### config.mk
export PLATFORM = sky130hd
export DESIGN_NAME = ext_ctx_sel
export DESIGN_NICKNAME = d
export VERILOG_FILES = /design/src/rtl/ext_ctx_pkg.sv /design/src/rtl/ext_ctx_regs.sv /design/src/rtl/ext_ctx_pick.sv /design/src/rtl/ext_ctx_entry_chk.sv /design/src/rtl/ext_ctx_sel.sv
export SDC_FILE = /design/constraint.sdc
export NUM_CORES = 1
export LEC_CHECK = 0
export CORE_MARGIN = 1
export CORE_UTILIZATION = 30
export DETAILED_ROUTE_END_ITERATION = 10
export DONT_BUFFER_PORTS = 1
export PLACE_DENSITY = 0.53
export SETUP_SLACK_MARGIN = 0.3
export SLEW_MARGIN = 20
export SYNTH_ARGS = -nofsm -noshare
export SYNTH_HDL_FRONTEND = slang
export SYNTH_SLANG_ARGS = --single-unit
### constraint.sdc
create_clock -name clk -period 1.7 [get_ports clk]
set_input_delay 0.085 -clock clk [delete_from_list [all_inputs] [get_ports clk]]
set_output_delay 0.085 -clock clk [all_outputs]
set_load 0.005 [all_outputs]
### src/rtl/ext_ctx_pkg.sv
package ext_ctx_pkg;
  typedef enum logic [1:0] {
    KIND_DATA   = 2'd0,
    KIND_FETCH  = 2'd1,
    KIND_EXT_LD = 2'd2,
    KIND_EXT_ST = 2'd3
  } acc_kind_e;

  typedef enum logic [1:0] {
    RES_MISS = 2'b00,
    RES_HIT  = 2'b01,
    RES_PROT = 2'b10
  } acc_res_e;

  localparam int CTX_AS_BIT = 30;
  localparam int CTX_PR_BIT = 31;

  // permission vector layout: supervisor triple low, user triple high
  localparam int PERM_RD = 0;
  localparam int PERM_WR = 1;
  localparam int PERM_EX = 2;
  localparam int PERM_USER_BASE = 3;
endpackage

### src/rtl/ext_ctx_regs.sv
module ext_ctx_regs #(
  parameter int REG_W = 32,
  parameter int PID_W = 8
) (
  input  logic             clk,
  input  logic             rst_n,
  input  logic             wr_en,
  input  logic             wr_sel,
  input  logic [REG_W-1:0] wr_data,
  output logic [REG_W-1:0] ld_q,
  output logic [REG_W-1:0] st_q,
  output logic             flush_ld,
  output logic             flush_st
);
  import ext_ctx_pkg::*;

  localparam logic [REG_W-1:0] KEEP_MASK =
    (REG_W'(1) << CTX_PR_BIT) | (REG_W'(1) << CTX_AS_BIT) | ((REG_W'(1) << PID_W) - REG_W'(1));

  logic [REG_W-1:0] ld_d, st_d;
  logic             fl_ld_d, fl_st_d;
  logic             ld_we, st_we;

  always_comb begin
    ld_we   = wr_en && !wr_sel;
    st_we   = wr_en &&  wr_sel;
    ld_d    = ld_we ? (wr_data & KEEP_MASK) : ld_q;
    st_d    = st_we ? (wr_data & KEEP_MASK) : st_q;
    fl_ld_d = ld_we;
    fl_st_d = st_we;
  end

  always_ff @(posedge clk or negedge rst_n) begin
    if (!rst_n) begin
      ld_q     <= '0;
      st_q     <= '0;
      flush_ld <= 1'b0;
      flush_st <= 1'b0;
    end else begin
      ld_q     <= ld_d;
      st_q     <= st_d;
      flush_ld <= fl_ld_d;
      flush_st <= fl_st_d;
    end
  end

  p_flush_ld_src_r2: assert property (@(posedge clk) disable iff (!rst_n)
    flush_ld |-> $past(wr_en && !wr_sel));
  p_flush_st_src_r2: assert property (@(posedge clk) disable iff (!rst_n)
    flush_st |-> $past(wr_en && wr_sel));
  p_flush_pair_r2: assert property (@(posedge clk) disable iff (!rst_n)
    $onehot0({flush_ld, flush_st}));
  p_ld_hold_r2: assert property (@(posedge clk) disable iff (!rst_n)
    (wr_en && wr_sel) |=> $stable(ld_q));
endmodule

### src/rtl/ext_ctx_pick.sv
module ext_ctx_pick #(
  parameter int PID_W = 8
) (
  input  logic [1:0]       kind,
  input  logic             req_write,
  input  logic             ms_pr,
  input  logic             ms_dr,
  input  logic             ms_ir,
  input  logic [PID_W-1:0] ld_pid,
  input  logic             ld_as,
  input  logic             ld_pr,
  input  logic [PID_W-1:0] st_pid,
  input  logic             st_as,
  input  logic             st_pr,
  output logic             use_ext,
  output logic [PID_W-1:0] eff_pid,
  output logic             eff_as,
  output logic             eff_pr,
  output logic             is_fetch,
  output logic             is_write
);
  import ext_ctx_pkg::*;

  always_comb begin
    use_ext  = 1'b0;
    eff_pid  = '0;
    eff_as   = ms_dr;
    eff_pr   = ms_pr;
    is_fetch = 1'b0;
    is_write = 1'b0;
    unique case (acc_kind_e'(kind))
      KIND_DATA: begin
        is_write = req_write;
      end
      KIND_FETCH: begin
        is_fetch = 1'b1;
        eff_as   = ms_ir;
      end
      KIND_EXT_LD: begin
        use_ext = 1'b1;
        eff_pid = ld_pid;
        eff_as  = ld_as;
        eff_pr  = ld_pr;
      end
      KIND_EXT_ST: begin
        use_ext  = 1'b1;
        eff_pid  = st_pid;
        eff_as   = st_as;
        eff_pr   = st_pr;
        is_write = 1'b1;
      end
      default: ;
    endcase
  end
endmodule

### src/rtl/ext_ctx_entry_chk.sv
module ext_ctx_entry_chk #(
  parameter int PID_W   = 8,
  parameter int NUM_PID = 3
) (
  input  logic [NUM_PID-1:0][PID_W-1:0] pid_list,
  input  logic                          use_ext,
  input  logic [PID_W-1:0]              eff_pid,
  input  logic                          eff_as,
  input  logic                          eff_pr,
  input  logic                          is_fetch,
  input  logic                          is_write,
  input  logic                          ent_valid,
  input  logic [PID_W-1:0]              ent_tid,
  input  logic                          ent_ts,
  input  logic [5:0]                    ent_perm,
  output logic [1:0]                    res,
  output logic                          syn_store,
  output logic                          syn_ext
);
  import ext_ctx_pkg::*;

  logic [NUM_PID-1:0] pid_hit;
  logic               id_match, as_match, perm_ok;
  logic [2:0]         perm_set;

  // slot 0 is always consulted; the others only when programmed nonzero
  for (genvar i = 0; i < NUM_PID; i++) begin : g_pid
    if (i == 0) begin : g_first
      assign pid_hit[i] = (ent_tid == pid_list[i]);
    end else begin : g_rest
      assign pid_hit[i] = (pid_list[i] != '0) && (ent_tid == pid_list[i]);
    end
  end

  always_comb begin
    if (ent_tid == '0)
      id_match = 1'b1;
    else if (use_ext)
      id_match = (ent_tid == eff_pid);
    else
      id_match = |pid_hit;

    as_match = (ent_ts == eff_as);
    perm_set = eff_pr ? ent_perm[PERM_USER_BASE +: 3] : ent_perm[2:0];

    if (is_fetch)
      perm_ok = perm_set[PERM_EX];
    else if (is_write)
      perm_ok = perm_set[PERM_WR];
    else
      perm_ok = perm_set[PERM_RD];

    if (!ent_valid || !id_match || !as_match)
      res = RES_MISS;
    else if (!perm_ok)
      res = RES_PROT;
    else
      res = RES_HIT;

    syn_store = (res != RES_HIT) && !is_fetch && is_write;
    syn_ext   = (res != RES_HIT) && !is_fetch && use_ext;
  end
endmodule

### src/rtl/ext_ctx_sel.sv
module ext_ctx_sel #(
  parameter int REG_W = 32,
  parameter int PID_W = 8
) (
  input  logic             clk,
  input  logic             rst_n,
  input  logic             cfg_wr_en,
  input  logic             cfg_wr_sel,
  input  logic [REG_W-1:0] cfg_wr_data,
  output logic [REG_W-1:0] load_ctx,
  output logic [REG_W-1:0] store_ctx,
  output logic             flush_load,
  output logic             flush_store,
  input  logic [PID_W-1:0] pid0,
  input  logic [PID_W-1:0] pid1,
  input  logic [PID_W-1:0] pid2,
  input  logic             ms_pr,
  input  logic             ms_dr,
  input  logic             ms_ir,
  input  logic             req_valid,
  input  logic [1:0]       req_kind,
  input  logic             req_write,
  input  logic             ent_valid,
  input  logic [PID_W-1:0] ent_tid,
  input  logic             ent_ts,
  input  logic [5:0]       ent_perm,
  output logic             rsp_valid,
  output logic [1:0]       rsp_code,
  output logic             rsp_syn_store,
  output logic             rsp_syn_ext
);
  import ext_ctx_pkg::*;

  localparam int NUM_PID = 3;

  logic [NUM_PID-1:0][PID_W-1:0] pid_list;
  logic             use_ext, eff_as, eff_pr, is_fetch, is_write;
  logic [PID_W-1:0] eff_pid;
  logic [1:0]       res_c;
  logic             syn_st_c, syn_ext_c;
  logic             vld_d, st_d, ex_d;
  logic [1:0]       code_d;

  assign pid_list = {pid2, pid1, pid0};

  ext_ctx_regs #(.REG_W(REG_W), .PID_W(PID_W)) u_regs (
    .clk      (clk),
    .rst_n    (rst_n),
    .wr_en    (cfg_wr_en),
    .wr_sel   (cfg_wr_sel),
    .wr_data  (cfg_wr_data),
    .ld_q     (load_ctx),
    .st_q     (store_ctx),
    .flush_ld (flush_load),
    .flush_st (flush_store)
  );

  ext_ctx_pick #(.PID_W(PID_W)) u_pick (
    .kind      (req_kind),
    .req_write (req_write),
    .ms_pr     (ms_pr),
    .ms_dr     (ms_dr),
    .ms_ir     (ms_ir),
    .ld_pid    (load_ctx[PID_W-1:0]),
    .ld_as     (load_ctx[CTX_AS_BIT]),
    .ld_pr     (load_ctx[CTX_PR_BIT]),
    .st_pid    (store_ctx[PID_W-1:0]),
    .st_as     (store_ctx[CTX_AS_BIT]),
    .st_pr     (store_ctx[CTX_PR_BIT]),
    .use_ext   (use_ext),
    .eff_pid   (eff_pid),
    .eff_as    (eff_as),
    .eff_pr    (eff_pr),
    .is_fetch  (is_fetch),
    .is_write  (is_write)
  );

  ext_ctx_entry_chk #(.PID_W(PID_W), .NUM_PID(NUM_PID)) u_chk (
    .pid_list  (pid_list),
    .use_ext   (use_ext),
    .eff_pid   (eff_pid),
    .eff_as    (eff_as),
    .eff_pr    (eff_pr),
    .is_fetch  (is_fetch),
    .is_write  (is_write),
    .ent_valid (ent_valid),
    .ent_tid   (ent_tid),
    .ent_ts    (ent_ts),
    .ent_perm  (ent_perm),
    .res       (res_c),
    .syn_store (syn_st_c),
    .syn_ext   (syn_ext_c)
  );

  always_comb begin
    vld_d  = req_valid;
    code_d = req_valid ? res_c     : RES_MISS;
    st_d   = req_valid ? syn_st_c  : 1'b0;
    ex_d   = req_valid ? syn_ext_c : 1'b0;
  end

  always_ff @(posedge clk or negedge rst_n) begin
    if (!rst_n) begin
      rsp_valid     <= 1'b0;
      rsp_code      <= RES_MISS;
      rsp_syn_store <= 1'b0;
      rsp_syn_ext   <= 1'b0;
    end else begin
      rsp_valid     <= vld_d;
      rsp_code      <= code_d;
      rsp_syn_store <= st_d;
      rsp_syn_ext   <= ex_d;
    end
  end

  p_rsp_follow_r11: assert property (@(posedge clk) disable iff (!rst_n)
    req_valid |=> rsp_valid);
  p_rsp_idle_r11: assert property (@(posedge clk) disable iff (!rst_n)
    !req_valid |=> (!rsp_valid && rsp_code == 2'b00 && !rsp_syn_store && !rsp_syn_ext));
  p_hit_clean_r10: assert property (@(posedge clk) disable iff (!rst_n)
    (rsp_valid && rsp_code == 2'b01) |-> (!rsp_syn_store && !rsp_syn_ext));
  p_ext_syn_src_r10: assert property (@(posedge clk) disable iff (!rst_n)
    rsp_syn_ext |-> $past(req_kind[1] && req_valid));
  p_fetch_local_r8: assert property (@(posedge clk) disable iff (!rst_n)
    (req_valid && req_kind == 2'd1) |-> !use_ext);
  p_code_legal_r11: assert property (@(posedge clk) disable iff (!rst_n)
    rsp_code != 2'b11);
endmodule

Word level (Yosys, flattened, before mapping) --
Cells that the tools add are included. Widths: inputs -> output; s select.
Word-level totals: bits in registers 27, output and inout port bits 71
Operators by class: eq/ne operators 9, muxes and demuxes 16, reduce and logical (&&, ||, !) cells 20
Operator list (number):
- $eq 8x8->1 | 4
- $pmux 8 s2 | 1
- $reduce_bool 8->1 | 2
- $logic_not 8->1 | 1
- $mux 1 | 8
- $logic_and 1x1->1 | 7
- $mux 2 | 3
- $logic_not 1->1 | 5
- $eq 2x2->1 const B | 2
- $pmux 1 s2 | 2
- $mux 3 | 1
- $pmux 1 s3 | 1
- $reduce_or 3->1 | 1
- $eq 2x1->1 const B | 1
- $logic_not 2->1 | 1
- $logic_or 1x1->1 | 2
- $ne 2x1->1 const B | 1
- $reduce_or 2->1 | 1
- $eq 1x1->1 | 1

Longest topological paths before layout --
Gate-level depths: netlist of the first run.
depth after elaboration 13, gate-level depth with buffers 9, gate-level depth less buffers 8

Hierarchy --
A second synthesis of the first run with hierarchy kept.
Unflattened totals: cells, all modules 208, area, all modules 2219.6 um2
Modules (own cells, without submodules):
- ext_ctx_regs | times used 1, cells each 93, area each 1227.4 um2
- ext_ctx_entry_chk | times used 1, cells each 79, area each 605.6 um2
- ext_ctx_pick | times used 1, cells each 27, area each 236.5 um2
- ext_ctx_sel | times used 1, cells each 9, area each 150.1 um2

Least setup slack after synthesis of the first run --
No wires, ideal clock.
kind flip-flop to flip-flop, start reg u_regs.st_q[31], end reg rsp_syn_store, library setup time 0.107 ns, data arrival time 1.809 ns, data required time 1.593 ns, slack -0.216 ns, stages on the path, launching flop included 7, clock period less this slack 1.916 ns, cell sequence dfrtp_1 -> a22o_1 -> a21oi_1 -> mux4_2 -> mux2i_4 -> nor2_2 -> a2111oi_4
Between the ends: longest elaborated chain between the ends 10
RTL lines:
- start, declared | line ext_ctx_regs.sv:11 | output logic [REG_W-1:0] st_q,
- start signal, assigned | line ext_ctx_regs.sv:41 | st_q <= st_d;
- $pmux 1 s2 (*) | line ext_ctx_pick.sv:31 | unique case (acc_kind_e'(kind))
- $mux 3 (*) | line ext_ctx_entry_chk.sv:44 | perm_set = eff_pr ? ent_perm[PERM_USER_BASE +: 3] : ent_perm[2:0];
- $mux 1 | line ext_ctx_entry_chk.sv:48 | else if (is_write)
- $mux 1 (*) | line ext_ctx_entry_chk.sv:46 | if (is_fetch)
- $mux 2 (*) | line ext_ctx_entry_chk.sv:55 | else if (!perm_ok)
- $mux 2 (*) | line ext_ctx_entry_chk.sv:53 | if (!ent_valid || !id_match || !as_match)
- $ne 2x1->1 (*) | line ext_ctx_entry_chk.sv:60 | syn_store = (res != RES_HIT) && !is_fetch && is_write;
- $logic_and 1x1->1 (*) (2 in a row) | line ext_ctx_entry_chk.sv:60
- $mux 1 (*) | line ext_ctx_sel.sv:98 | st_d = req_valid ? syn_st_c : 1'b0;
- via st_d | line ext_ctx_sel.sv:41 | logic vld_d, st_d, ex_d;
- end signal, assigned | line ext_ctx_sel.sv:111 | rsp_syn_store <= st_d;
- end, declared | line ext_ctx_sel.sv:29 | output logic rsp_syn_store,
The timed path passes the listed nets; every way through them passes the cells marked *. A chain may end at the register's enable or synchronous reset.

Worst setup path after layout of the first run --
Ends and elaborated chain as after synthesis.

==> run_results.csv, run 1 <==
group,metric,value,unit
synth,synth-edff-count,0,
floorplanning,io_pins,154,
critical_path,r2r_end,"rsp_syn_store",
critical_path,path_buf_inv,0,
power,ir_drop,0.513,mV
floorplanning,start_util,0.319,
route,wl,4790,um
route,routedWlPerCell,15.8,um
clock_network,clockBufferDepth,2,
clock_network,cts_sinks,27,
global_route,grt_use_met1,0.160,
synth,synth.distinct_cells,36,
critical_path,worstPathCellList,"a22o_1 -> a21oi_2 -> mux4_2 -> mux2i_4 -> nor2_2 -> a2111oi_4",
synth,yosysTopAreaCell,"dfrtp_1",
placement,dp.cells,285,
critical_path,r2r_slack,-0.21,ns
timing,worst_slack,-0.210,ns
global_route,grt_max_degree,28,
final_layout,mostFrequentLayoutCells,"44 x conb_1, 27 x dfrtp_1, 22 x buf_4",
clock_network,cts_root_buf,"clkbuf_8",
global_route,grt_overflow_total,0,
global_route,grt_pass1_vias,1478,
final_layout,drive_above_1_share,0.159,
global_route,use_met3,0.0428,
synth,netlist_instances,205,
outcome,violations,"negative setup slack",
route,dr.pass1.iters,4,
synth,synthTopCellsByArea,"dfrtp_1 32%, buf_4 17%, mux2_1 10%",
flow_run,drv_cap,0,
timing,grt_setup_unrepaired,"yes",
final_layout,layout.cells.most_common,"conb_1",
critical_path,crit_path_max_fanout,2,
floorplanning,die_h,85.3,um
critical_path,criticalPathCategory,"flop to flop",
synth,yosysWarnings,0,
global_route,busiest_layer,"met2",
critical_path,worst-path-stages,6,
placement,gp_congestion,0.693,
global_route,antenna_found_initial,0,
route,dr.first_iter.drc_count,61,
critical_path,reg2reg_from,"u_regs.st_q[31]",
synth,synth-async-reset-ratio,1.00,
clock_network,cts_tree,"built",
critical_path,worst_r2r_path_depth,6,
timing,fin_crit_sh,1.12,
critical_path,cp_slowest_stage_delay,0.54,ns
floorplanning,dieWidth,85.3,um
final_layout,area_growth,9.86,%
synth,yosys.area.top_type_share,0.325,
synth,netlist_area,2080,sq um
global_route,gr-usage-met2,0.235,
final_layout,fillers,674,
power,p_leak,1.00,nW
final_layout,nets,316,
power,p_per_area,691,nW/um^2
clock_network,cts_buffers,3,
route,via_count,1425,
synth,ys_seq_area_frac,0.325,
synth,ys_ff_latch,27,
final_layout,antennaDiodeCount,0,
critical_path,slowest_stage,"mux4_2",
route,postRouteAntennaNets,0,
floorplanning,num_rows,29,
route,viasPerCell,4.69,
clock_network,clkSlewWorstSetupHoldPaths,0.09,ns
timing,fmax,0.524,GHz
outcome,status,"finished with violations",
floorplanning,core_area,6530,sq um
critical_path,critPathLaunch,"u_regs.st_q[31]",
timing,hold_slack,0.0227,ns
critical_path,endpoint,"rsp_syn_store",
route,drc,0,
final_layout,fin_cells,304,
synth,ys.flop_type,"dfrtp_1",
critical_path,path_delay_family,"multiplexers",
timing,post-route-min-period,1.91,ns
timing,hold_violations,0,
placement,hpwl,3840,um
power,p_total,1.58,mW
min_path,hp-class,"input pin to flop",
critical_path,crit_path_end_kind,"flop",
critical_path,start_kind,"flop",
global_route,grt_pass1_wl,7510,um
critical_path,worstPathRequired,1.88,ns
timing,slew_headroom,0.666,
timing,tightest_slew,0.499,ns
clock_network,clkLatencyLatePin,0.27,ns
critical_path,crit_arrival,2.09,ns
global_route,grt_usage,0.133,
placement,io_buffer_count,0,
clock_network,cts-htree-levels,1,
timing,finClkSkew,0.00699,ns
floorplanning,die-area,7270,sq um
timing,finalSetupViolations,4,
synth,synth_area_per_cell,10.1,sq um
timing,slew_viol_final,0,
==> where the power goes <==
group,switching (mW),total [mW],internal (mW),leakage (nW)
Combinational,0.196,0.439,0.243,0.652
Sequential,0.0609,0.779,0.718,0.327
Clock,0.192,0.360,0.168,0.0228
Total,0.449,1.58,1.13,1.00
==> logic make-up (layout without fill, tap and decap cells) <==
kind of cell / Yosys count / after routing / synth area share
compound gates: 21 / 21 / 0.0812
xor+xnor: 31 / 31 / 0.130
fa+ha+maj: 5 / 5 / 0.0301
buf+inv: 65 / 44 / 0.209
flops: 27 / 27 / 0.325
mux: 24 / 24 / 0.140
other cells: 1 / 44 / 0.00180
simple gates: 31 / 31 / 0.0824
==> cell usage after synthesis, types with 2 or more instances <==
| cell type | count |
|---|---|
| nand4_1 | 3 |
| mux2_2 | 2 |
| clkbuf_1 | 2 |
| nand2b_1 | 2 |
| dfrtp_1 | 27 |
| nand2_1 | 3 |
| inv_1 | 5 |
| xnor2_1 | 20 |
| nor3_1 | 5 |
| nor2_1 | 4 |
| xor2_1 | 11 |
| mux2_1 | 19 |
| nand3_1 | 4 |
| ha_1 | 5 |
| a21oi_1 | 5 |
| a22oi_1 | 8 |
| buf_4 | 48 |
| nor4_1 | 6 |
| buf_2 | 9 |
==> layout make-up <==
cell class	count	area (sq um)	area share
Multi-Input combinational cell	156	1140	0.501
Tap cell	77	96.3	0.0421
Timing Repair Buffer	35	305	0.134
Clock buffer	4	45.0	0.0197
Sequential cell	27	676	0.296
Inverter	5	18.8	0.00821
==> what timing repair did <==
action,CTS,global route
endpoints found under the hold margin,48,0
endpoints found under the setup margin,4,4
setup buffers,1,1
pin swaps,0,0
hold buffers,13,0
resized for setup,2,0
==> worst reg2reg max path, delay by kind of cell, from the launching register on <==
kind | cells | cell delay [ns]
mux | 2 | 0.72
compound gates | 3 | 0.63
flops | 1 | 0.39
simple gates | 1 | 0.07
==> worst min path at each step <==
stage	depth (start not counted)	start	endpoint
after global placement	0	rst_n	u_regs.ld_q[30]
after global routing	2	req_valid	rsp_syn_store
final	2	req_valid	rsp_syn_store
after floorplan	0	rst_n	rsp_code[0]
after CTS	2	req_valid	rsp_syn_store
after detailed placement	0	rst_n	u_regs.flush_ld
==> state kept, by name, summed over array words and instances, names as in the netlist <==
| signal | cells |
|---|---|
| rsp_valid | 1 |
| u_regs.flush_st | 1 |
| rsp_syn_ext | 1 |
| u_regs.st_q | 10 |
| u_regs.ld_q | 10 |
| rsp_code | 2 |
| u_regs.flush_ld | 1 |
| rsp_syn_store | 1 |
==> layer usage <==
metal	up-vias	routed length (um)
met3	5	458
met4	0	31
met5	-	0
met1	681	1940
li1	655	-
met2	84	2360
==> per-stage QoR <==
step | setup slack (ns) | setup TNS (ns) | cell area (sq um) | utilization
2_1_floorplan | -0.156 | -0.246 | 2250 | -
3_3_place_gp | -0.178 | -0.470 | 2080 | 0.318
3_5_place_dp | -0.200 | -0.564 | 2080 | 0.318
4_1_cts | -0.213 | -0.525 | 2280 | 0.349
5_1_grt | -0.283 | -0.841 | 2290 | 0.350
6_report | -0.210 | -0.519 | 2290 | 0.350
Note: power is estimated with default switching activity, not from simulation.
==> inputs of run 2 (changes only) <==
--- a/config.mk
+++ b/config.mk
@@ -6,10 +6,10 @@
 export NUM_CORES = 1
 export LEC_CHECK = 0
 export CORE_MARGIN = 1
-export CORE_UTILIZATION = 30
+export CORE_UTILIZATION = 35
 export DETAILED_ROUTE_END_ITERATION = 10
 export DONT_BUFFER_PORTS = 1
-export PLACE_DENSITY = 0.53
+export PLACE_DENSITY = 0.57
 export SETUP_SLACK_MARGIN = 0.3
 export SLEW_MARGIN = 20
 export SYNTH_ARGS = -nofsm -noshare
==> constraint.sdc (replaced) <==
create_clock -name clk -period 2 [get_ports clk]
set_input_delay 0.1 -clock clk [delete_from_list [all_inputs] [get_ports clk]]
set_output_delay 0.1 -clock clk [all_outputs]
set_load 0.005 [all_outputs]
==> run 2 against run 1 <==
  * The flow now finishes without violations
  * Setup slack improved by 0.29 ns
  * Non-clock buffer count shrank 9
  * Power shrank 17%
  * Critical path depth unchanged
  * First-iteration DRC count down 13%
  * Register-to-register slack better by 0.29 ns
==> run_results.csv, run 2 (synthesized netlist as in run 1, its figures left out) <==
group,metric,value,unit
outcome,status,"finished clean",
min_path,hp-class,"input pin to flop",
placement,io_buffer_count,0,
timing,finalSetupViolations,0,
floorplanning,io_pins,154,
final_layout,layout.cells.most_common,"conb_1",
route,wl,4470,um
critical_path,path_delay_family,"multiplexers",
critical_path,worstPathRequired,2.17,ns
global_route,grt_pass1_vias,1394,
critical_path,path_buf_inv,0,
final_layout,antennaDiodeCount,0,
timing,fmax,0.521,GHz
clock_network,clkSlewWorstSetupHoldPaths,0.09,ns
critical_path,crit_path_max_fanout,2,
timing,tightest_slew,0.512,ns
floorplanning,dieWidth,79.1,um
timing,fin_crit_sh,0.960,
placement,hpwl,3580,um
route,postRouteAntennaNets,0,
timing,tns,0,ns
floorplanning,core_area,5610,sq um
final_layout,largestRegisters,"u_regs.ld_q: 10 flops, u_regs.st_q: 10 flops, rsp_code: 2 flops",
global_route,grt_pass1_wl,7070,um
route,viasPerCell,4.72,
floorplanning,die-area,6260,sq um
flow_run,drv_cap,0,
final_layout,finalInstanceArea,2210,sq um
route,via_count,1369,
final_layout,mostFrequentLayoutCells,"44 x conb_1, 27 x dfrtp_1, 20 x xnor2_1",
route,routedWlPerCell,15.4,um
placement,placed_area,1980,sq um
timing,slew_headroom,0.658,
global_route,grt_max_degree,28,
timing,grt_setup_unrepaired,"yes",
critical_path,r2r_slack,0.08,ns
critical_path,start_kind,"flop",
power,p_leak,0.959,nW
timing,slew_viol_final,0,
critical_path,crit_arrival,2.09,ns
route,drc,0,
clock_network,cts_tree,"built",
critical_path,criticalPathCategory,"flop to flop",
clock_network,cts_sinks,27,
power,p_per_area,592,nW/um^2
global_route,antenna_found_initial,0,
placement,gp_congestion,0.737,
global_route,grt_usage,0.146,
final_layout,post-route-util,0.393,
route,dr.first_iter.drc_count,53,
floorplanning,die_h,79.1,um
critical_path,cp_slowest_stage_delay,0.55,ns
critical_path,worstPathCellList,"a22o_1 -> a21oi_2 -> mux4_2 -> mux2i_4 -> nor2_2 -> a2111oi_4",
clock_network,cts-htree-levels,1,
clock_network,cts_buffers,3,
power,ir_drop,0.470,mV
timing,finClkSkew,0.00190,ns
critical_path,slowest_stage,"mux4_2",
global_route,grt_overflow_total,0,
timing,hold_violations,0,
final_layout,drive_above_1_share,0.115,
final_layout,area_growth,6.01,%
floorplanning,num_rows,27,
critical_path,crit_path_end_kind,"flop",
power,p_total,1.30,mW
floorplanning,start_util,0.371,
clock_network,clkLatencyLatePin,0.27,ns
route,dr.pass1.iters,4,
clock_network,cts_root_buf,"clkbuf_8",
timing,post-route-min-period,1.92,ns
clock_network,clockBufferDepth,2,
final_layout,nets,307,
## run 2: changes by cell type in the layout (fill, tap and decap cells not counted), sizes merged
cell | previous run | this run
buf | 23 | 14
## run 2: final cells by class
type | instances | area, sq um
flip-flops and latches | 27 | 676
inverters | 5 | 18.8
repair buffers | 26 | 241
well taps | 72 | 90.1
clock buffers | 4 | 45.0
fillers | 569 | 3400
multi-input cells | 156 | 1130
## run 2: final timing paths
check / startpoint / to / cells after the start
setup / recovery: u_regs.st_q[31] / rsp_syn_store / 6
hold / removal: ent_valid / rsp_code[1] / 2
setup reg to reg: u_regs.st_q[31] / rsp_syn_store / 6
hold reg to reg: u_regs.ld_q[2] / u_regs.ld_q[2] / 1
max in group asynchronous: rst_n / u_regs.st_q[6] / 2
min in group asynchronous: rst_n / u_regs.flush_st / 2
## run 2: per-stage QoR
step | cells | setup slack, ns | hold slack, ns
after floorplan | 248 | 0.144 | -0.196
after global placement | 268 | 0.0732 | -0.195
after detailed placement | 268 | 0.0495 | -0.195
after CTS | 289 | 0.0711 | 0.0315
after global routing | 290 | -0.00668 | 0.0287
final | 290 | 0.0803 | 0.0307
## run 2: where the power goes
group	leakage [nW]	total, mW	switching (mW)	internal, mW
logic	0.610	0.326	0.144	0.182
clock network	0.0228	0.304	0.162	0.142
registers	0.327	0.674	0.0639	0.611
total	0.959	1.30	0.370	0.935
## run 2: routing by layer
metal	track usage	wire length [um]
met1	0.184	1850
met2	0.247	2160
met3	0.0471	446
met4	0.0218	16
met5	0	0
## run 2: timing repair
| item | CTS | global route |
|---|---|---|
| endpoints found under the hold margin | 48 | 0 |
| setup endpoints to repair | 3 | 4 |
| hold buffers | 13 | 0 |
| setup buffers | 4 | 1 |
| pin swaps | 0 | 1 |
| gates resized for setup | 1 | 0 |
